==> src/rtl/rmac_pkg.sv <==
// Shared types and helpers for the multiply-accumulate sequencer.
// Assumes 32-bit memory words and a sum of three such words.
package rmac_pkg;

    localparam int WORD_W    = 32;
    localparam int SUM_WORDS = 3;
    localparam int SUM_W     = WORD_W * SUM_WORDS;

    typedef enum logic [1:0] {
        SZ_BYTE     = 2'b00,
        SZ_HALF     = 2'b01,
        SZ_WORD     = 2'b10,
        SZ_WORD_ALT = 2'b11
    } elem_size_e;

    typedef enum logic [2:0] {
        ST_IDLE,
        ST_RDA,
        ST_RDB,
        ST_ACC,
        ST_FIX
    } seq_state_e;

    // Byte stride of one element.
    function automatic logic [2:0] size_bytes(elem_size_e s);
        case (s)
            SZ_BYTE: return 3'd1;
            SZ_HALF: return 3'd2;
            default: return 3'd4;
        endcase
    endfunction

    // Sign-extend the element held in the low bits of a read word.
    function automatic logic [WORD_W-1:0] sign_widen(logic [WORD_W-1:0] raw, elem_size_e s);
        case (s)
            SZ_BYTE: return {{(WORD_W-8){raw[7]}}, raw[7:0]};
            SZ_HALF: return {{(WORD_W-16){raw[15]}}, raw[15:0]};
            default: return raw;
        endcase
    endfunction

endpackage

==> src/rtl/rmac_ctrl.sv <==
// Sequencing control: idle, read first operand, read second operand,
// accumulate, final fix-up. Assumes the read port answers one cycle
// after each request. A start is accepted only in the idle state.
module rmac_ctrl
    import rmac_pkg::*;
#(
    parameter int CNT_W = 32
) (
    input  logic             clk,
    input  logic             rst_n,
    input  logic             start,
    input  logic             start_empty,
    input  logic [CNT_W-1:0] count_cur,
    output logic             load,
    output logic             rd_a,
    output logic             rd_b,
    output logic             acc_en,
    output logic             fix_en,
    output logic             busy,
    output logic             done
);

    seq_state_e state_q, state_d;
    logic       done_q;
    logic       last_elem;

    assign last_elem = (count_cur == CNT_W'(1));

    // Next-state and strobe decode.
    always_comb begin
        state_d = state_q;
        load    = 1'b0;
        rd_a    = 1'b0;
        rd_b    = 1'b0;
        acc_en  = 1'b0;
        fix_en  = 1'b0;
        case (state_q)
            ST_IDLE: begin
                if (start) begin
                    load    = 1'b1;
                    state_d = start_empty ? ST_FIX : ST_RDA;
                end
            end
            ST_RDA: begin
                rd_a    = 1'b1;
                state_d = ST_RDB;
            end
            ST_RDB: begin
                rd_b    = 1'b1;
                state_d = ST_ACC;
            end
            ST_ACC: begin
                acc_en  = 1'b1;
                state_d = last_elem ? ST_FIX : ST_RDA;
            end
            ST_FIX: begin
                fix_en  = 1'b1;
                state_d = ST_IDLE;
            end
            default: state_d = ST_IDLE;
        endcase
    end

    // State register and one-cycle completion pulse.
    always_ff @(posedge clk) begin
        if (!rst_n) begin
            state_q <= ST_IDLE;
            done_q  <= 1'b0;
        end else begin
            state_q <= state_d;
            done_q  <= (state_q == ST_FIX);
        end
    end

    assign busy = (state_q != ST_IDLE);
    assign done = done_q;

endmodule

==> src/rtl/rmac_operand.sv <==
// Operand capture and signed multiply. Holds the first element, which
// arrives while the second read is issued, and multiplies it by the
// second element as it arrives. Both are sign-extended to a word first.
module rmac_operand
    import rmac_pkg::*;
(
    input  logic                     clk,
    input  logic                     rst_n,
    input  logic                     cap_a,
    input  elem_size_e               size_sel,
    input  logic [WORD_W-1:0]        mem_rdata,
    output logic signed [2*WORD_W-1:0] product
);

    logic [WORD_W-1:0] a_raw_q;
    logic [WORD_W-1:0] a_ext;
    logic [WORD_W-1:0] b_ext;

    // Hold the first element of the pair.
    always_ff @(posedge clk) begin
        if (!rst_n) a_raw_q <= '0;
        else if (cap_a) a_raw_q <= mem_rdata;
    end

    // Widen both elements and form the full signed product.
    always_comb begin
        a_ext   = sign_widen(a_raw_q, size_sel);
        b_ext   = sign_widen(mem_rdata, size_sel);
        product = $signed({{WORD_W{a_ext[WORD_W-1]}}, a_ext})
                * $signed({{WORD_W{b_ext[WORD_W-1]}}, b_ext});
    end

endmodule

==> src/rtl/rmac_accum.sv <==
// Three-word accumulator. It adds a sign-extended product with a
// ripple carry from word to word, and at the end folds the top word to
// SIG_BITS significant bits and derives the sign and overflow flags.
// Assumes SIG_BITS lies inside the top word.
module rmac_accum
    import rmac_pkg::*;
#(
    parameter int SIG_BITS = 80
) (
    input  logic                      clk,
    input  logic                      rst_n,
    input  logic                      load,
    input  logic [SUM_W-1:0]          init_sum,
    input  logic                      acc_en,
    input  logic signed [2*WORD_W-1:0] product,
    input  logic                      fix_en,
    output logic [SUM_W-1:0]          sum,
    output logic                      flag_ovf,
    output logic                      flag_sign
);

    localparam int TOP_KEEP = SIG_BITS - (SUM_WORDS - 1) * WORD_W;
    localparam int TOP_LSB  = (SUM_WORDS - 1) * WORD_W;

    logic [SUM_W-1:0]     sum_q;
    logic [SUM_W-1:0]     sum_nx;
    logic [SUM_W-1:0]     addend;
    logic [SUM_WORDS-1:0] cy;
    logic [WORD_W-1:0]    top_fixed;

    assign addend = {{(SUM_W - 2*WORD_W){product[2*WORD_W-1]}}, product};
    assign cy[0]  = 1'b0;

    // Word-sliced adders with the carry rippled upward.
    for (genvar g = 0; g < SUM_WORDS; g++) begin : g_word
        if (g < SUM_WORDS - 1) begin : g_mid
            assign {cy[g+1], sum_nx[g*WORD_W +: WORD_W]} =
                {1'b0, sum_q[g*WORD_W +: WORD_W]}
              + {1'b0, addend[g*WORD_W +: WORD_W]}
              + {{WORD_W{1'b0}}, cy[g]};
        end else begin : g_top
            assign sum_nx[g*WORD_W +: WORD_W] =
                sum_q[g*WORD_W +: WORD_W]
              + addend[g*WORD_W +: WORD_W]
              + {{(WORD_W-1){1'b0}}, cy[g]};
        end
    end

    assign top_fixed = {{(WORD_W - TOP_KEEP){sum_q[TOP_LSB + TOP_KEEP - 1]}},
                        sum_q[TOP_LSB +: TOP_KEEP]};

    // Sum register: load, accumulate or fold the top word.
    always_ff @(posedge clk) begin
        if (!rst_n) begin
            sum_q <= '0;
        end else if (load) begin
            sum_q <= init_sum;
        end else if (acc_en) begin
            sum_q <= sum_nx;
        end else if (fix_en) begin
            sum_q[TOP_LSB +: WORD_W] <= top_fixed;
        end
    end

    // Flags, cleared at start and set from the folded top word.
    always_ff @(posedge clk) begin
        if (!rst_n || load) begin
            flag_ovf  <= 1'b0;
            flag_sign <= 1'b0;
        end else if (fix_en) begin
            flag_ovf  <= (top_fixed != '0) && (top_fixed != '1);
            flag_sign <= top_fixed[WORD_W-1];
        end
    end

    assign sum = sum_q;

endmodule

==> src/rtl/rmac_cost.sv <==
// Cycle cost estimate, computed once from the count and size at start.
module rmac_cost
    import rmac_pkg::*;
#(
    parameter int CNT_W  = 32,
    parameter int COST_W = CNT_W + 3
) (
    input  logic              clk,
    input  logic              rst_n,
    input  logic              load,
    input  logic [CNT_W-1:0]  count_in,
    input  elem_size_e        size_sel,
    output logic [COST_W-1:0] cost
);

    logic [COST_W-1:0] n_ext;
    logic [COST_W-1:0] cost_b;
    logic [COST_W-1:0] cost_h;
    logic [COST_W-1:0] cost_w;

    // Per-size formulas.
    always_comb begin
        n_ext  = COST_W'(count_in);
        cost_b = COST_W'(6) + COST_W'(7) * (n_ext >> 2) + ((n_ext & COST_W'(3)) << 2);
        cost_h = COST_W'(6) + COST_W'(5) * (n_ext >> 1) + ((n_ext & COST_W'(1)) << 2);
        cost_w = COST_W'(6) + (n_ext << 2);
    end

    // Register the estimate at start.
    always_ff @(posedge clk) begin
        if (!rst_n) begin
            cost <= '0;
        end else if (load) begin
            case (size_sel)
                SZ_BYTE: cost <= cost_b;
                SZ_HALF: cost <= cost_h;
                default: cost <= cost_w;
            endcase
        end
    end

endmodule

==> src/rtl/rmac_engine.sv <==
// Repeated multiply-accumulate sequencer, top level. It walks two arrays,
// multiplies paired elements as signed values and sums them into a
// three-word accumulator. Assumes a read port with fixed one-cycle
// latency and no back-pressure.
module rmac_engine
    import rmac_pkg::*;
#(
    parameter int ADDR_W   = 32,
    parameter int CNT_W    = 32,
    parameter int SIG_BITS = 80
) (
    input  logic              clk,
    input  logic              rst_n,
    input  logic              start,
    input  logic [ADDR_W-1:0] base_a,
    input  logic [ADDR_W-1:0] base_b,
    input  logic [CNT_W-1:0]  elem_count,
    input  logic [1:0]        elem_size,
    input  logic [31:0]       init_lo,
    input  logic [31:0]       init_mid,
    input  logic [31:0]       init_hi,
    input  logic [31:0]       mem_rdata,
    output logic              mem_req,
    output logic [ADDR_W-1:0] mem_addr,
    output logic [31:0]       acc_lo,
    output logic [31:0]       acc_mid,
    output logic [31:0]       acc_hi,
    output logic [ADDR_W-1:0] ptr_a,
    output logic [ADDR_W-1:0] ptr_b,
    output logic [CNT_W-1:0]  count_left,
    output logic              flag_ovf,
    output logic              flag_sign,
    output logic              busy,
    output logic              done,
    output logic [CNT_W+2:0]  cycle_cost
);

    localparam int COST_W = CNT_W + 3;

    logic                       load, rd_a, rd_b, acc_en, fix_en;
    elem_size_e                 size_q;
    logic [ADDR_W-1:0]          ptr_a_q, ptr_b_q, stride;
    logic [CNT_W-1:0]           count_q;
    logic signed [2*WORD_W-1:0] product;
    logic [SUM_W-1:0]           sum;

    rmac_ctrl #(.CNT_W(CNT_W)) u_ctrl (
        .clk         (clk),
        .rst_n       (rst_n),
        .start       (start),
        .start_empty (elem_count == '0),
        .count_cur   (count_q),
        .load        (load),
        .rd_a        (rd_a),
        .rd_b        (rd_b),
        .acc_en      (acc_en),
        .fix_en      (fix_en),
        .busy        (busy),
        .done        (done)
    );

    rmac_operand u_operand (
        .clk       (clk),
        .rst_n     (rst_n),
        .cap_a     (rd_b),
        .size_sel  (size_q),
        .mem_rdata (mem_rdata),
        .product   (product)
    );

    rmac_accum #(.SIG_BITS(SIG_BITS)) u_accum (
        .clk       (clk),
        .rst_n     (rst_n),
        .load      (load),
        .init_sum  ({init_hi, init_mid, init_lo}),
        .acc_en    (acc_en),
        .product   (product),
        .fix_en    (fix_en),
        .sum       (sum),
        .flag_ovf  (flag_ovf),
        .flag_sign (flag_sign)
    );

    rmac_cost #(.CNT_W(CNT_W), .COST_W(COST_W)) u_cost (
        .clk      (clk),
        .rst_n    (rst_n),
        .load     (load),
        .count_in (elem_count),
        .size_sel (elem_size_e'(elem_size)),
        .cost     (cycle_cost)
    );

    assign stride = ADDR_W'(size_bytes(size_q));

    // Element size, latched for the whole run.
    always_ff @(posedge clk) begin
        if (!rst_n) size_q <= SZ_BYTE;
        else if (load) size_q <= elem_size_e'(elem_size);
    end

    // Pointers and count: loaded at start, stepped after each pair.
    always_ff @(posedge clk) begin
        if (!rst_n) begin
            ptr_a_q <= '0;
            ptr_b_q <= '0;
            count_q <= '0;
        end else if (load) begin
            ptr_a_q <= base_a;
            ptr_b_q <= base_b;
            count_q <= elem_count;
        end else if (acc_en) begin
            ptr_a_q <= ptr_a_q + stride;
            ptr_b_q <= ptr_b_q + stride;
            count_q <= count_q - CNT_W'(1);
        end
    end

    assign mem_req    = rd_a | rd_b;
    assign mem_addr   = rd_a ? ptr_a_q : ptr_b_q;
    assign acc_lo     = sum[0 +: WORD_W];
    assign acc_mid    = sum[WORD_W +: WORD_W];
    assign acc_hi     = sum[2*WORD_W +: WORD_W];
    assign ptr_a      = ptr_a_q;
    assign ptr_b      = ptr_b_q;
    assign count_left = count_q;

endmodule

==> config.mk <==
export PLATFORM = sky130hd
export DESIGN_NAME = rmac_engine
export DESIGN_NICKNAME = d
export VERILOG_FILES = /design/src/rtl/rmac_pkg.sv /design/src/rtl/rmac_ctrl.sv /design/src/rtl/rmac_operand.sv /design/src/rtl/rmac_accum.sv /design/src/rtl/rmac_cost.sv /design/src/rtl/rmac_engine.sv
export SDC_FILE = /design/constraint.sdc
export NUM_CORES = 2
export LEC_CHECK = 0
export BUFFER_PORTS_ARGS = -buffer_cell sky130_fd_sc_hd__buf_2
export CORE_MARGIN = 10
export CORE_UTILIZATION = 69
export DETAILED_ROUTE_END_ITERATION = 8
export GPL_TIMING_DRIVEN = 0
export PLACE_DENSITY = 0.9
export REMOVE_ABC_BUFFERS = 1
export SYNTH_ARGS = -nofsm -noshare
export SYNTH_HDL_FRONTEND = slang
export SYNTH_SLANG_ARGS = --single-unit
==> constraint.sdc <==
create_clock -name clk -period 51.3 [get_ports clk]
set_clock_uncertainty 0.15 [all_clocks]
set_input_delay 7.695 -clock clk [delete_from_list [all_inputs] [get_ports clk]]
set_output_delay 7.695 -clock clk [all_outputs]
set_load 0.1 [all_outputs]
==> results.yml <==
global_routing:
  grt_max_degree: 117
  grt-ovfl-total: 0
  grt_pass1_vias: 58600
  grt_usage_pct: 43.7
  grt_pass1_wl_um: 333000
  antenna_found_initial: 32
setup_path:
  worst-path-max-fanout: 36
  reg2reg_slack_ns: 29.55
  slowest_delay_ns: 1.23
  worstSetupPathType: "in2reg"
  crit_top_cell: "fa_1"
  crit_arrival_ns: 26.90
  slowest_stage: "nand2_1"
  setup.worst_path.start: "mem_rdata[7]"
  worstPathRequired_ns: 51.60
  endpoint_kind: "register"
  cp-start-kind: "input port"
  r2r_start: "size_q[1]"
placed_design:
  numPortBuffers: 492
  dp_slack_ns: 24.57
  placedCellCount: 8480
  routabilityCongestion: 1.04
  dpl_cell_area_um2: 63300
  hpwl_um: 169000
final_layout:
  layout_commonest_cell: "inv_1"
  final_cell_mix: "inv_1, fa_1, nand2_1"
  fin_nets: 9147
  n_fill_cell: 6214
  seq_area_um2: 5360
  areaGrowthSynthToFinish_pct: 7.71
  drive_above_1_share_pct: 9.56
  fin_cells: 8564
  fin_area_um2: 64700
  multi_input_area_um2: 49000
clock_tree:
  postCtsSetupBuffers: 0
  cts_sinks: 267
  cts_resized: 0
  path_clk_slew_ns: 0.06
  h-tree-depth: 2
  clk_latency_ns: 0.64
  cts_made_buffers: 35
  ctsHoldBuffers: 0
  cts_tree: "yes"
  clock_path_buffers: 3
  root_buffer: "clkbuf_16"
sta:
  fin_ws_ns: 24.70
  tightest_slew_ns: 1.64
  relSlewSlack_pct: -9.28
  min_period_ns: 26.60
  setup_tns_ns: 0
  rsz0062_at_grt: "false"
  final-setup-viol-count: 0
  drv_slew: 165
  fmaxAchievable_ghz: 0.0376
  finalHoldViolCount: 0
  finalCritPeriodShare_pct: 51.9
detailed_routing:
  first_iter_violations: 6505
  vias_per_cell: 6.52
  ant_nets: 0
  drt-total-wl_um: 219000
  dr.pass1.iters: 8
  drc_errors: 0
  wl_per_cell_um: 25.5
  vias: 55800
floorplanning:
  die_h_um: 315
  io_pins: 493
  initial_core_util_pct: 69.4
  core_um2: 86500
  die_x_um: 315
  num_rows: 108
  die-area_um2: 99200
status:
  status: "finished, violations left"
  failed_checks: "max-capacitance violations, max-slew violations"
logic_synthesis:
  ys_seq_area_share_pct: 8.90
  synthArstFlopShare_pct: 0
  ys_types: 92
  synthesis.area_um2: 60000
  avgSynthCellArea_um2: 8.39
  synthCells: 7155
  yosysWarningCount: 0
  synthFlopType: "dfxtp_1"
  synth_edf_count: 0
  ys_seq_elements: 267
run:
  cap_violations: 10
min_path:
  hp-start: "u_cost.cost[9]"
  hold_path.class: "reg2reg"
## synth_stat cells, drive strengths merged, types with 17 or more instances
library cell  instances  area (µm²)
xor2                 69         604
o21bai               33         248
o21a                 60         450
inv                1187        4460
nor4                 30         224
nor3                 93         470
a21o                 97         728
fa                 1122       22500
nor2b                31         194
nand2b               39         244
xnor2               197        1730
and2                287        1800
mux2i                17         170
clkbuf              307        1160
o31ai                19         156
nand3                88         445
nand2              1046        3930
a311oi               21         184
a21oi               461        2310
mux2                 25         282
ha                  429        5370
a31oi                45         282
or3                  19         120
a22oi                63         473
a211oi               42         320
o211ai               38         290
dfxtp               267        5350
o21ai               224        1120
nand4                41         272
nor2                420        1580
a221oi               46         403
buf                  44         184
and3                 37         231
## critical path, delay by kind of cell
| family | cells | cell delay [ns] |
|---|---|---|
| AO/OA/AOI/OAI | 31 | 8.74 |
| XOR/XNOR | 2 | 0.37 |
| adder cells (fa/ha/maj) | 14 | 5.62 |
| buffers and inverters | 6 | 1.05 |
| AND/OR/NAND/NOR | 12 | 3.35 |
## cells by family after synthesis
family | count (synthesis) | synth area share, %
simple gates | 2201 | 16.8
flops | 267 | 8.90
buf+inv | 1539 | 9.66
compound gates | 1289 | 13.7
xor+xnor | 266 | 3.88
mux | 42 | 0.752
fa+ha+maj | 1551 | 46.4
## area by class of cell
type / count / area share, %
diodes: 17 / 0.0658
clock buffers: 48 / 1.57
clock inverters: 14 / 0.294
inverters: 1188 / 6.91
multi-input cells: 5349 / 75.8
flip-flops and latches: 267 / 8.28
well taps: 1155 / 2.24
repair buffers: 526 / 4.82
## registers in the layout, indices dropped and copies added (netlist names)
name,count
u_operand.a_raw_q,32
u_accum.flag_sign,1
u_ctrl.state_q,3
u_ctrl.done,1
u_cost.cost,35
u_accum.flag_ovf,1
u_accum.sum,96
count_left,32
ptr_a,32
ptr_b,32
size_q,2
## through the flow
| step | hold WS (ns) | util, % |
|---|---|---|
| after floorplan | 0.296 | - |
| after global placement | 0.288 | 72.4 |
| after detailed placement | 0.303 | 73.2 |
| after CTS | 0.311 | 74.6 |
| after global routing | 0.334 | 74.7 |
| final | 0.313 | 74.8 |
## per-layer routing
metal / vias to the layer above / routed length, µm / GRT usage, %
met5: - / 200 / 0.346
met4: 26 / 18900 / 30.9
met3: 1309 / 32400 / 17.8
met2: 4240 / 95400 / 66.2
met1: 26900 / 71600 / 50.1
li1: 23300 / - / -
## path summary, 6_finish.rpt
path	to	cells past startpoint
max	u_accum.sum[94]	65
min	u_cost.cost[9]	2
max reg2reg	u_accum.sum[94]	64
min reg2reg	u_cost.cost[9]	2
Power is left out: the tool's default activity adds up to more than one toggle a clock period on the data nets, which glitch-free logic cannot reach.
